`src/rtl/beep_pkg.sv`:
```
package beep_pkg;
  typedef enum logic [1:0] {
    RATIO_FULL = 2'd0,
    RATIO_HALF = 2'd1,
    RATIO_SLOW = 2'd2,
    RATIO_RSVD = 2'd3
  } clk_ratio_e;

  localparam int unsigned DATA_W     = 32;
  localparam int unsigned HALF_SHIFT = 1;
  localparam int unsigned SLOW_SHIFT = 5;
endpackage

```
`src/rtl/beep_half_counter.sv`:
```
module beep_half_counter #(
  parameter int unsigned CNT_W = 19
) (
  input  logic             clk,
  input  logic             rst_n,
  output logic [CNT_W-1:0] cnt_q
);
  logic phase_q;

  always_ff @(posedge clk) begin
    if (!rst_n) begin
      phase_q <= 1'b0;
      cnt_q   <= '0;
    end else begin
      phase_q <= ~phase_q;
      if (phase_q) cnt_q <= cnt_q + 1'b1;
    end
  end


  cnt_step_chk: assert property (@(posedge clk) disable iff (!rst_n)
    (cnt_q != $past(cnt_q)) |-> (cnt_q == $past(cnt_q) + 1'b1));


  cnt_half_rate_chk: assert property (@(posedge clk) disable iff (!rst_n)
    (cnt_q != $past(cnt_q)) |=> $stable(cnt_q));
endmodule

```
`src/rtl/beep_regs.sv`:
```
module beep_regs #(
  parameter int unsigned DATA_W = 32,
  parameter int unsigned SEL_LO = 10,
  parameter int unsigned SEL_HI = 18
) (
  input  logic                     clk,
  input  logic                     rst_n,
  input  logic                     reg_wr,
  input  logic                     reg_addr,
  input  logic [DATA_W-1:0]        reg_wdata,
  output logic [DATA_W-1:0]        reg_rdata,
  output logic                     en_q,
  output logic [SEL_HI-SEL_LO:0]   sel_q
);
  localparam int unsigned SEL_W = SEL_HI - SEL_LO + 1;

  always_ff @(posedge clk) begin
    if (!rst_n) begin
      en_q  <= 1'b0;
      sel_q <= '0;
    end else if (reg_wr) begin
      if (reg_addr) sel_q <= reg_wdata[SEL_HI:SEL_LO];
      else          en_q  <= reg_wdata[0];
    end
  end

  always_comb begin
    reg_rdata = '0;
    if (reg_addr) reg_rdata[SEL_HI:SEL_LO] = sel_q;
    else          reg_rdata[0] = en_q;
  end


  sel_rsvd_zero_chk: assert property (@(posedge clk) disable iff (!rst_n)
    reg_addr |-> (reg_rdata[SEL_LO-1:0] == '0 && reg_rdata[DATA_W-1:SEL_HI+1] == '0));


  en_rsvd_zero_chk: assert property (@(posedge clk) disable iff (!rst_n)
    !reg_addr |-> (reg_rdata[DATA_W-1:1] == '0));


  wr_lands_chk: assert property (@(posedge clk) disable iff (!rst_n)
    (reg_wr && !reg_addr) |=> (en_q == $past(reg_wdata[0])));

  localparam int unsigned SEL_W_USED = SEL_W;
endmodule

```
`src/rtl/beep_tap_sel.sv`:
```
module beep_tap_sel
  import beep_pkg::*;
#(
  parameter int unsigned CNT_W  = 19,
  parameter int unsigned SEL_LO = 10,
  parameter int unsigned SEL_HI = 18
) (
  input  logic [SEL_HI-SEL_LO:0]      sel_bits,
  input  logic [1:0]                  ratio,
  input  logic [CNT_W-1:0]            cnt,
  output logic                        tap_ok,
  output logic [$clog2(CNT_W)-1:0]    base_idx,
  output logic [$clog2(CNT_W)-1:0]    eff_idx,
  output logic                        tap_bit
);
  localparam int unsigned SEL_W = SEL_HI - SEL_LO + 1;
  localparam int unsigned IDX_W = $clog2(CNT_W);

  logic [IDX_W-1:0] shift_amt;

  always_comb begin
    base_idx = '0;
    for (int i = 0; i < SEL_W; i++) begin
      if (sel_bits[i]) base_idx = IDX_W'(SEL_LO + i);
    end
    tap_ok = ($countones(sel_bits) == 1);
  end

  always_comb begin
    case (clk_ratio_e'(ratio))
      RATIO_HALF: shift_amt = IDX_W'(HALF_SHIFT);
      RATIO_SLOW: shift_amt = IDX_W'(SLOW_SHIFT);
      default:    shift_amt = '0;
    endcase
    // clamp the corrected index at counter bit 0
    eff_idx = (base_idx >= shift_amt) ? (base_idx - shift_amt) : '0;
    tap_bit = cnt[eff_idx];
  end
endmodule

```
`src/rtl/tone_beep_gen.sv`:
```
module tone_beep_gen
  import beep_pkg::*;
#(
  parameter int unsigned CNT_W  = 19,
  parameter int unsigned SEL_LO = 10,
  parameter int unsigned SEL_HI = 18
) (
  input  logic              clk,
  input  logic              rst_n,
  input  logic              reg_wr,
  input  logic              reg_addr,
  input  logic [DATA_W-1:0] reg_wdata,
  output logic [DATA_W-1:0] reg_rdata,
  input  logic [1:0]        clk_ratio,
  output logic              beep_out
);
  localparam int unsigned SEL_W = SEL_HI - SEL_LO + 1;
  localparam int unsigned IDX_W = $clog2(CNT_W);

  logic [CNT_W-1:0] cnt;
  logic             en_q;
  logic [SEL_W-1:0] sel_q;
  logic             tap_ok;
  logic             tap_bit;
  logic [IDX_W-1:0] base_idx;
  logic [IDX_W-1:0] eff_idx;
  logic             beep_q;

  beep_half_counter #(.CNT_W(CNT_W)) u_cnt (
    .clk   (clk),
    .rst_n (rst_n),
    .cnt_q (cnt)
  );

  beep_regs #(.DATA_W(DATA_W), .SEL_LO(SEL_LO), .SEL_HI(SEL_HI)) u_regs (
    .clk       (clk),
    .rst_n     (rst_n),
    .reg_wr    (reg_wr),
    .reg_addr  (reg_addr),
    .reg_wdata (reg_wdata),
    .reg_rdata (reg_rdata),
    .en_q      (en_q),
    .sel_q     (sel_q)
  );

  beep_tap_sel #(.CNT_W(CNT_W), .SEL_LO(SEL_LO), .SEL_HI(SEL_HI)) u_tap (
    .sel_bits (sel_q),
    .ratio    (clk_ratio),
    .cnt      (cnt),
    .tap_ok   (tap_ok),
    .base_idx (base_idx),
    .eff_idx  (eff_idx),
    .tap_bit  (tap_bit)
  );

  always_ff @(posedge clk) begin
    if (!rst_n) beep_q <= 1'b0;
    else        beep_q <= en_q & tap_ok & tap_bit;
  end

  assign beep_out = beep_q;


  off_when_disabled_chk: assert property (@(posedge clk) disable iff (!rst_n)
    !$past(en_q) |-> !beep_out);


  off_when_bad_tap_chk: assert property (@(posedge clk) disable iff (!rst_n)
    !$past(tap_ok) |-> !beep_out);


  half_shift_chk: assert property (@(posedge clk) disable iff (!rst_n)
    (tap_ok && clk_ratio == RATIO_HALF) |-> (eff_idx == base_idx - IDX_W'(HALF_SHIFT)));


  slow_shift_chk: assert property (@(posedge clk) disable iff (!rst_n)
    (tap_ok && clk_ratio == RATIO_SLOW) |-> (eff_idx == base_idx - IDX_W'(SLOW_SHIFT)));


  full_tap_chk: assert property (@(posedge clk) disable iff (!rst_n)
    (tap_ok && (clk_ratio == RATIO_FULL || clk_ratio == RATIO_RSVD)) |-> (eff_idx == base_idx));
endmodule

```
`config.mk`:
```
export PLATFORM = sky130hd
export DESIGN_NAME = tone_beep_gen
export DESIGN_NICKNAME = d
export VERILOG_FILES = /design/src/rtl/beep_pkg.sv /design/src/rtl/beep_half_counter.sv /design/src/rtl/beep_regs.sv /design/src/rtl/beep_tap_sel.sv /design/src/rtl/tone_beep_gen.sv
export SDC_FILE = /design/constraint.sdc
export NUM_CORES = 1
export LEC_CHECK = 0
export BUFFER_PORTS_ARGS = -buffer_cell sky130_fd_sc_hd__buf_2
export CORE_MARGIN = 2
export CORE_UTILIZATION = 45
export DETAILED_ROUTE_END_ITERATION = 8
export MAX_ROUTING_LAYER = met4
export PLACE_DENSITY = 0.74
export SLEW_MARGIN = 20
export SYNTH_ARGS = -nofsm -noshare
export SYNTH_HDL_FRONTEND = slang
export SYNTH_SLANG_ARGS = --single-unit
```
`constraint.sdc`:
```
create_clock -name clk -period 9 [get_ports clk]
set_clock_uncertainty 0.15 [all_clocks]
set_input_delay 0.45 -clock clk [delete_from_list [all_inputs] [get_ports clk]]
set_output_delay 0.45 -clock clk [all_outputs]
set_load 0.02 [all_outputs]
```
==> flow_summary.ini, run 1 <==
[outcome]
outcome = complete, no violations

[setup_path]
cp-end-kind = register
timing.rr.end = beep_out$_SDFF_PN0_
timing.rr.start = u_regs.sel_q[6]$_SDFFE_PN0P_
crit_fanout = 6
worstRegToRegCells = 11
critPathLaunch = u_regs.sel_q[6]$_SDFFE_PN0P_
endpoint = beep_out$_SDFF_PN0_
crit_type = reg -> reg
cp-start-kind = register
critPathArrivalTime_ns = 3.30
critPathRequiredTime_ns = 9.06
rrSetupSlack_ns = 5.76

[layout]
layout.core_utilization = 0.5054
drive_gt1_frac = 0.1628
num_antenna_cells = 0
syn2layout_area_growth_pct = 8.351
layout.cells.non_filler = 371
fin_nets = 356
design_area_mm2 = 0.002597

[worst_hold_path]
min_path_type = in -> reg
holdPathStages = 3

[die]
die_area_mm2 = 0.005927
fp.coreArea_mm2 = 0.005140
die_x_um = 76.99
io_pins = 71
rows = 26
die_h_um = 76.99
start_util = 0.4664

[clocking]
cts_buffers = 5
cts_max_level = 2
path_clk_slew_ns = 0.07
cts.sinks = 31
cts.hold.buffers_added = 0
root_buffer = clkbuf_8
cts_setup_buffers = 0
tritoncts = done
post_cts_resized = 0
cts.path.max_buffers = 2
worstSkewPairLatency_ns = 0.29

[pwr]
pwr-share-seq = 0.363
switchingPower_uw = 132.3
power_leakage_nw = 1.131
irDropWorstVdd_mv = 0.1938
swShare = 0.3278
clock_power_share = 0.347
power_density_mw_per_mm2 = 155.4
power_frac_comb = 0.291
power_uw = 403.6
p_int_uw = 271.3

[sta]
setup_viol = 0
slew_viol_final = 0
holdWs_ns = 0.2627
max_freq_mhz = 308.7
setup_tns_ns = 0
tightest_slew_ns = 0.5676
final.setup.worst_slack_ns = 5.761
finalCritPeriodShare = 0.3599
rsz0062_at_grt = false
min_period_ns = 3.239
relSlewSlack = 0.6211
hold_violations = 0

[yosys]
synth_compound_area_frac = 0.1597
ys_dominant_reg_cell = dfxtp_1
ys_warn_count = 0
yosys.area.top_type = dfxtp_1
synth_top_family_by_area = simple AND/OR/NAND/NOR gates
synthDistinctLibCells = 53
ys_top_cells_by_area = dfxtp_1, buf_4, ha_1
syn_area_mm2 = 0.002397
synthSimpleGateAreaFrac = 0.2557
synthArstFlopShare = 0
synth_xor_area_frac = 0.05480
synthAdderAreaFrac = 0.1096
synth_top_cell_area_share = 0.2589
synthCells = 279
synth-seq-cells = 31
avgSynthCellArea_um2 = 8.592
ys_seq_area_frac = 0.2589
synth.area.mux_share = 0.03967
synth-edff-count = 0

[global_route]
grt_max_degree = 32
grt_usage = 0.1634
grt_pass1_wl_um = 7845
antenna_found_initial = 0
grt_overflow = 0
grt_pass1_vias = 1811

[drt]
drt_wl_total_um = 4326
first_pass_iters = 4
remaining_drc_errors = 0
vias = 1866
first_iter_violations = 58
ant_nets = 0
routedWlPerCell_um = 11.66
viasPerCell = 5.030

[placement]
place_area_mm2 = 0.002485
gp_congestion = 0.7816
io_buffers = 26
dp.cells = 363
pre_cts_ws_ns = 5.720
dpl.hpwl_um = 3226

[run]
maxCapViolations = 0
==> final cells by class <==
cell class,instances,area [um2]
fill,489,2542
multi-input combinational,215,1568
sequential,31,620.6
timing repair buffer,26,130.1
tap,70,87.58
inverter,21,78.83
clock buffer,5,68.82
clock inverter,3,43.79
==> placed cells by master (no fill, tap or decap), drive strengths merged, types with 2 or more instances in the layout <==
cell / instances
o21ai: 6
nor4: 3
nor2: 12
mux4: 2
buf: 26
fa: 5
and2: 25
ha: 13
conb: 22
inv: 21
nand2: 20
and3: 2
dfxtp: 31
nand3: 16
xor2: 6
nand4: 3
clkinv: 2
o21bai: 2
nor3: 3
a2111oi: 2
nor2b: 8
a211oi: 7
a21o: 2
xnor2: 9
or3: 7
mux2i: 5
a21oi: 6
a21boi: 13
nor4b: 2
clkbuf: 5
nand2b: 2
==> routing by layer <==
layer / global-route usage / up-vias / share of wire
met1: 0.1931 / 875 / 0.46
met3: 0.02941 / 5 / 0.036
met2: 0.2781 / 38 / 0.49
met4: 0.06071 / 0 / 0.016
li1: - / 948 / -
met5: - / - / 0
==> power by group through the flow <==
stage / clock network [mW] / registers, mW / logic, mW
after global routing: 0.148 / 0.147 / 0.131
after floorplan: 0 / 0.147 / 0.106
after CTS: 0.143 / 0.146 / 0.118
after global placement: 0 / 0.149 / 0.115
after detailed placement: 0 / 0.149 / 0.117
final: 0.140 / 0.146 / 0.117
==> cells in the mapped netlist, types with 5 or more instances <==
library cell and instances:
nor2_1 12, and2_1 24, a21boi_0 11, fa_1 5
clkbuf_1 9, a211oi_1 6, buf_4 22, mux2i_1 5
nand2_1 20, inv_1 21, ha_1 13, or3_1 6
nand3_1 16, xor2_1 6, o21ai_0 6, nor2b_1 8
a21oi_1 5, xnor2_1 9, dfxtp_1 31
==> sequential cells by signal, indices dropped and copies added (netlist names) <==
signal and cells:
u_regs.en_q 1, u_cnt.cnt_q 19, u_cnt.phase_q 1, beep_out 1, u_regs.sel_q 9
==> cell families (layout without fill, tap and decap cells) <==
family          Yosys count  count (layout)
fa+ha+maj                18              18
simple gates            106             106
flops                    31              31
mux                       7               7
xor+xnor                 15              15
buf+inv                  54              55
other cells               1              22
compound gates           47              47
==> worst min-delay path by stage <==
stage / slack (ns) / to / start
after floorplan: 0.32 / u_regs.sel_q[0]$_SDFFE_PN0P_ / u_regs.sel_q[0]$_SDFFE_PN0P_
after detailed placement: 0.36 / u_cnt.cnt_q[13]$_SDFFE_PN0P_ / u_cnt.cnt_q[13]$_SDFFE_PN0P_
after global placement: 0.34 / u_cnt.cnt_q[15]$_SDFFE_PN0P_ / u_cnt.cnt_q[15]$_SDFFE_PN0P_
after global routing: 0.29 / u_regs.sel_q[0]$_SDFFE_PN0P_ / reg_wdata[10]
after CTS: 0.26 / u_regs.sel_q[4]$_SDFFE_PN0P_ / reg_wdata[14]
final: 0.26 / u_regs.sel_q[4]$_SDFFE_PN0P_ / reg_wdata[14]
==> critical path, cell delays in order, from the launching register on <==
cell       delay, ns
dfxtp_1         0.42
inv_1           0.07
ha_1            0.27
inv_1           0.05
fa_1            0.52
inv_1           0.05
fa_1            0.38
ha_1            0.20
fa_1            0.42
nor4b_1         0.28
o2111ai_1       0.17
a211oi_2        0.18
(Power assumes the default switching activity.)
==> run 2, diff against run 1 <==
--- a/config.mk
+++ b/config.mk
@@ -10,7 +10,7 @@
 export CORE_UTILIZATION = 45
 export DETAILED_ROUTE_END_ITERATION = 8
 export MAX_ROUTING_LAYER = met4
-export PLACE_DENSITY = 0.74
+export PLACE_DENSITY = 0.77
 export SLEW_MARGIN = 20
 export SYNTH_ARGS = -nofsm -noshare
 export SYNTH_HDL_FRONTEND = slang
==> constraint.sdc (replaced) <==
create_clock -name clk -period 2.7 [get_ports clk]
set_clock_uncertainty 0.15 [all_clocks]
set_input_delay 0.135 -clock clk [delete_from_list [all_inputs] [get_ports clk]]
set_output_delay 0.135 -clock clk [all_outputs]
set_load 0.02 [all_outputs]
==> run 2 against run 1 <==
The run now ends with negative setup slack left. Via count grew 9.6%. Fmax rose by 6.5%. Global-route usage increased by 1.9 points. Register-to-register slack worse by 6.1 ns. Hold slack worse by 0.20 ns. Wire length rose by 18%. Design area grew 13%. Combinational power increased to 4.3 times the previous value. Critical path depth did not move. Sequential cell count did not move. Cell count increased by 9.2%. Count of clock-buffer cells in the layout is 1 higher. Critical path type unchanged. Largest power group is now combinational cells.
==> flow_summary.ini, run 2 (same netlist as run 1, synthesis figures left out) <==
[outcome]
outcome = finished with violations
violations = negative setup slack

[pwr]
power_mw = 1.470
power_density_mw_per_mm2 = 502.6
irDropWorstVdd_mv = 0.2389
power_leakage_nw = 1.290

[worst_hold_path]
hp-start = reg_wr
min_to = u_regs.sel_q[7]$_SDFFE_PN0P_
holdPathStages = 3
min_path_type = in -> reg

[sta]
final.setup.worst_slack_ns = -0.3418
relSlewSlack = 0.6344
setup_viol = 1
slew_viol_final = 0
setup_tns_ns = -0.3418
finalCritPeriodShare = 1.127
min_period_ns = 3.042
hold_violations = 0
tightest_slew_ns = 0.5434
max_freq_mhz = 328.8
rsz0062_at_grt = true
holdWs_ns = 0.06240

[layout]
largest_reg_flops = 19
design_area_mm2 = 0.002924
final_common_cell = dfxtp_1
largestRegisters = u_cnt.cnt_q x19, u_regs.sel_q x9
drive_gt1_frac = 0.2567
regMostFlops = u_cnt.cnt_q
fin_nets = 390
num_antenna_cells = 0
final_cell_mix = dfxtp_1, buf_2, and2_1, buf_4, conb_1
syn2layout_area_growth_pct = 21.97

[clocking]
root_buffer = clkbuf_8
cts_setup_buffers = 0
cts_buffers = 5
cts.sinks = 31
path_clk_slew_ns = 0.08
cts_max_level = 2
cts.path.max_buffers = 2
tritoncts = done
worstSkewPairLatency_ns = 0.28

[setup_path]
timing.rr.start = u_regs.sel_q[6]$_SDFFE_PN0P_
path_common_cell = inv_2
cp-end-kind = register
crit_type = reg -> reg
rrSetupSlack_ns = -0.34
max_stage_delay_ns = 0.56
worstPathCellList = inv_2, ha_4, inv_2, fa_2, inv_2, fa_2, ha_4, fa_1, nor4b_2, o2111ai_1, a211oi_2
worstRegToRegCells = 11
timing.rr.end = beep_out$_SDFF_PN0_
cp-start-kind = register
critPathArrivalTime_ns = 3.11
slowest_stage = fa_2
crit_fanout = 3
critPathRequiredTime_ns = 2.77

[die]
rows = 26
die_h_um = 76.99
die_area_mm2 = 0.005927
start_util = 0.4664
fp.coreArea_mm2 = 0.005140
io_pins = 71
die_x_um = 76.99

[drt]
vias = 2046
remaining_drc_errors = 0
first_iter_violations = 110
drt_wl_total_um = 5092
routedWlPerCell_um = 12.57
ant_nets = 0
viasPerCell = 5.052
first_pass_iters = 4

[placement]
io_buffers = 26
pre_cts_ws_ns = -0.3728
gp_congestion = 0.8411
place_area_mm2 = 0.002676
dpl.hpwl_um = 3698

[run]
maxCapViolations = 0

[global_route]
grt_usage = 0.1829
grt_pass1_vias = 1868
antenna_found_initial = 0
grt_max_degree = 32
grt_pass1_wl_um = 8549
grt_overflow = 0
-- run 2: cell types whose count changed in the layout (fill, tap and decap cells not counted), moves of 3 or more --
| cell | change |
|---|---|
| buf_4 | +24 |
| dlygate4sd3_1 | +10 |
| ha_1 | -3 |
| inv_1 | -5 |
| inv_2 | +5 |
-- run 2: worst max path at each step --
| stage | startpoint | to | slack [ns] | cells after the start |
|---|---|---|---|---|
| global route | u_regs.sel_q[7]$_SDFFE_PN0P_ | beep_out$_SDFF_PN0_ | -0.46 | 11 |
| CTS | u_regs.sel_q[6]$_SDFFE_PN0P_ | beep_out$_SDFF_PN0_ | -0.33 | 11 |
| global placement | u_regs.sel_q[6]$_SDFFE_PN0P_ | beep_out$_SDFF_PN0_ | -0.29 | 11 |
| detailed placement | u_regs.sel_q[6]$_SDFFE_PN0P_ | beep_out$_SDFF_PN0_ | -0.37 | 11 |
| floorplan | u_regs.sel_q[6]$_SDFFE_PN0P_ | beep_out$_SDFF_PN0_ | -0.26 | 11 |
| finish | u_regs.sel_q[6]$_SDFFE_PN0P_ | beep_out$_SDFF_PN0_ | -0.34 | 11 |
-- run 2: layout make-up --
| class | count | area [um2] |
|---|---|---|
| Clock inverter | 2 | 35.03 |
| Sequential cell | 31 | 623.1 |
| Timing Repair Buffer | 60 | 410.4 |
| Multi-Input combinational cell | 215 | 1607 |
| Tap cell | 70 | 87.58 |
| Inverter | 21 | 78.83 |
| Clock buffer | 6 | 82.58 |
| Fill cell | 445 | 2216 |
-- run 2: per-layer routing --
metal / global-route usage / vias up / routed length, um
met4: 0.07321 / 0 / 108
met3: 0.04000 / 11 / 198
li1: - / 1013 / -
met5: - / - / 0
met1: 0.2207 / 970 / 2297
met2: 0.2982 / 52 / 2488
-- run 2: per-stage QoR --
| stage | utilization | instances |
|---|---|---|
| global placement | 0.5207 | 387 |
| floorplan | - | 300 |
| detailed placement | 0.5207 | 387 |
| global route | 0.5689 | 405 |
| finish | 0.5689 | 405 |
| CTS | 0.5635 | 405 |
-- run 2: repair_timing --
item / CTS / global route
hold buffers: 10 / 0
endpoints found under the setup margin: 1 / 1
resized for setup: 2 / 8
endpoints found under the hold margin: 10 / 0
pin swaps: 1 / 1
gates cloned: 0 / 0
-- run 2: worst max-delay path, delay by kind of cell, from the launching register on --
kind | cells | cell delay, ns
buf+inv | 3 | 0.12
flops | 1 | 0.35
compound gates | 2 | 0.34
simple gates | 1 | 0.24
fa+ha+maj | 5 | 1.78
-- run 2: report_power, final --
group,switching [mW],internal (mW)
clock network,0.184,0.298
logic,0.271,0.237
registers,0.0109,0.469
total,0.465,1.00
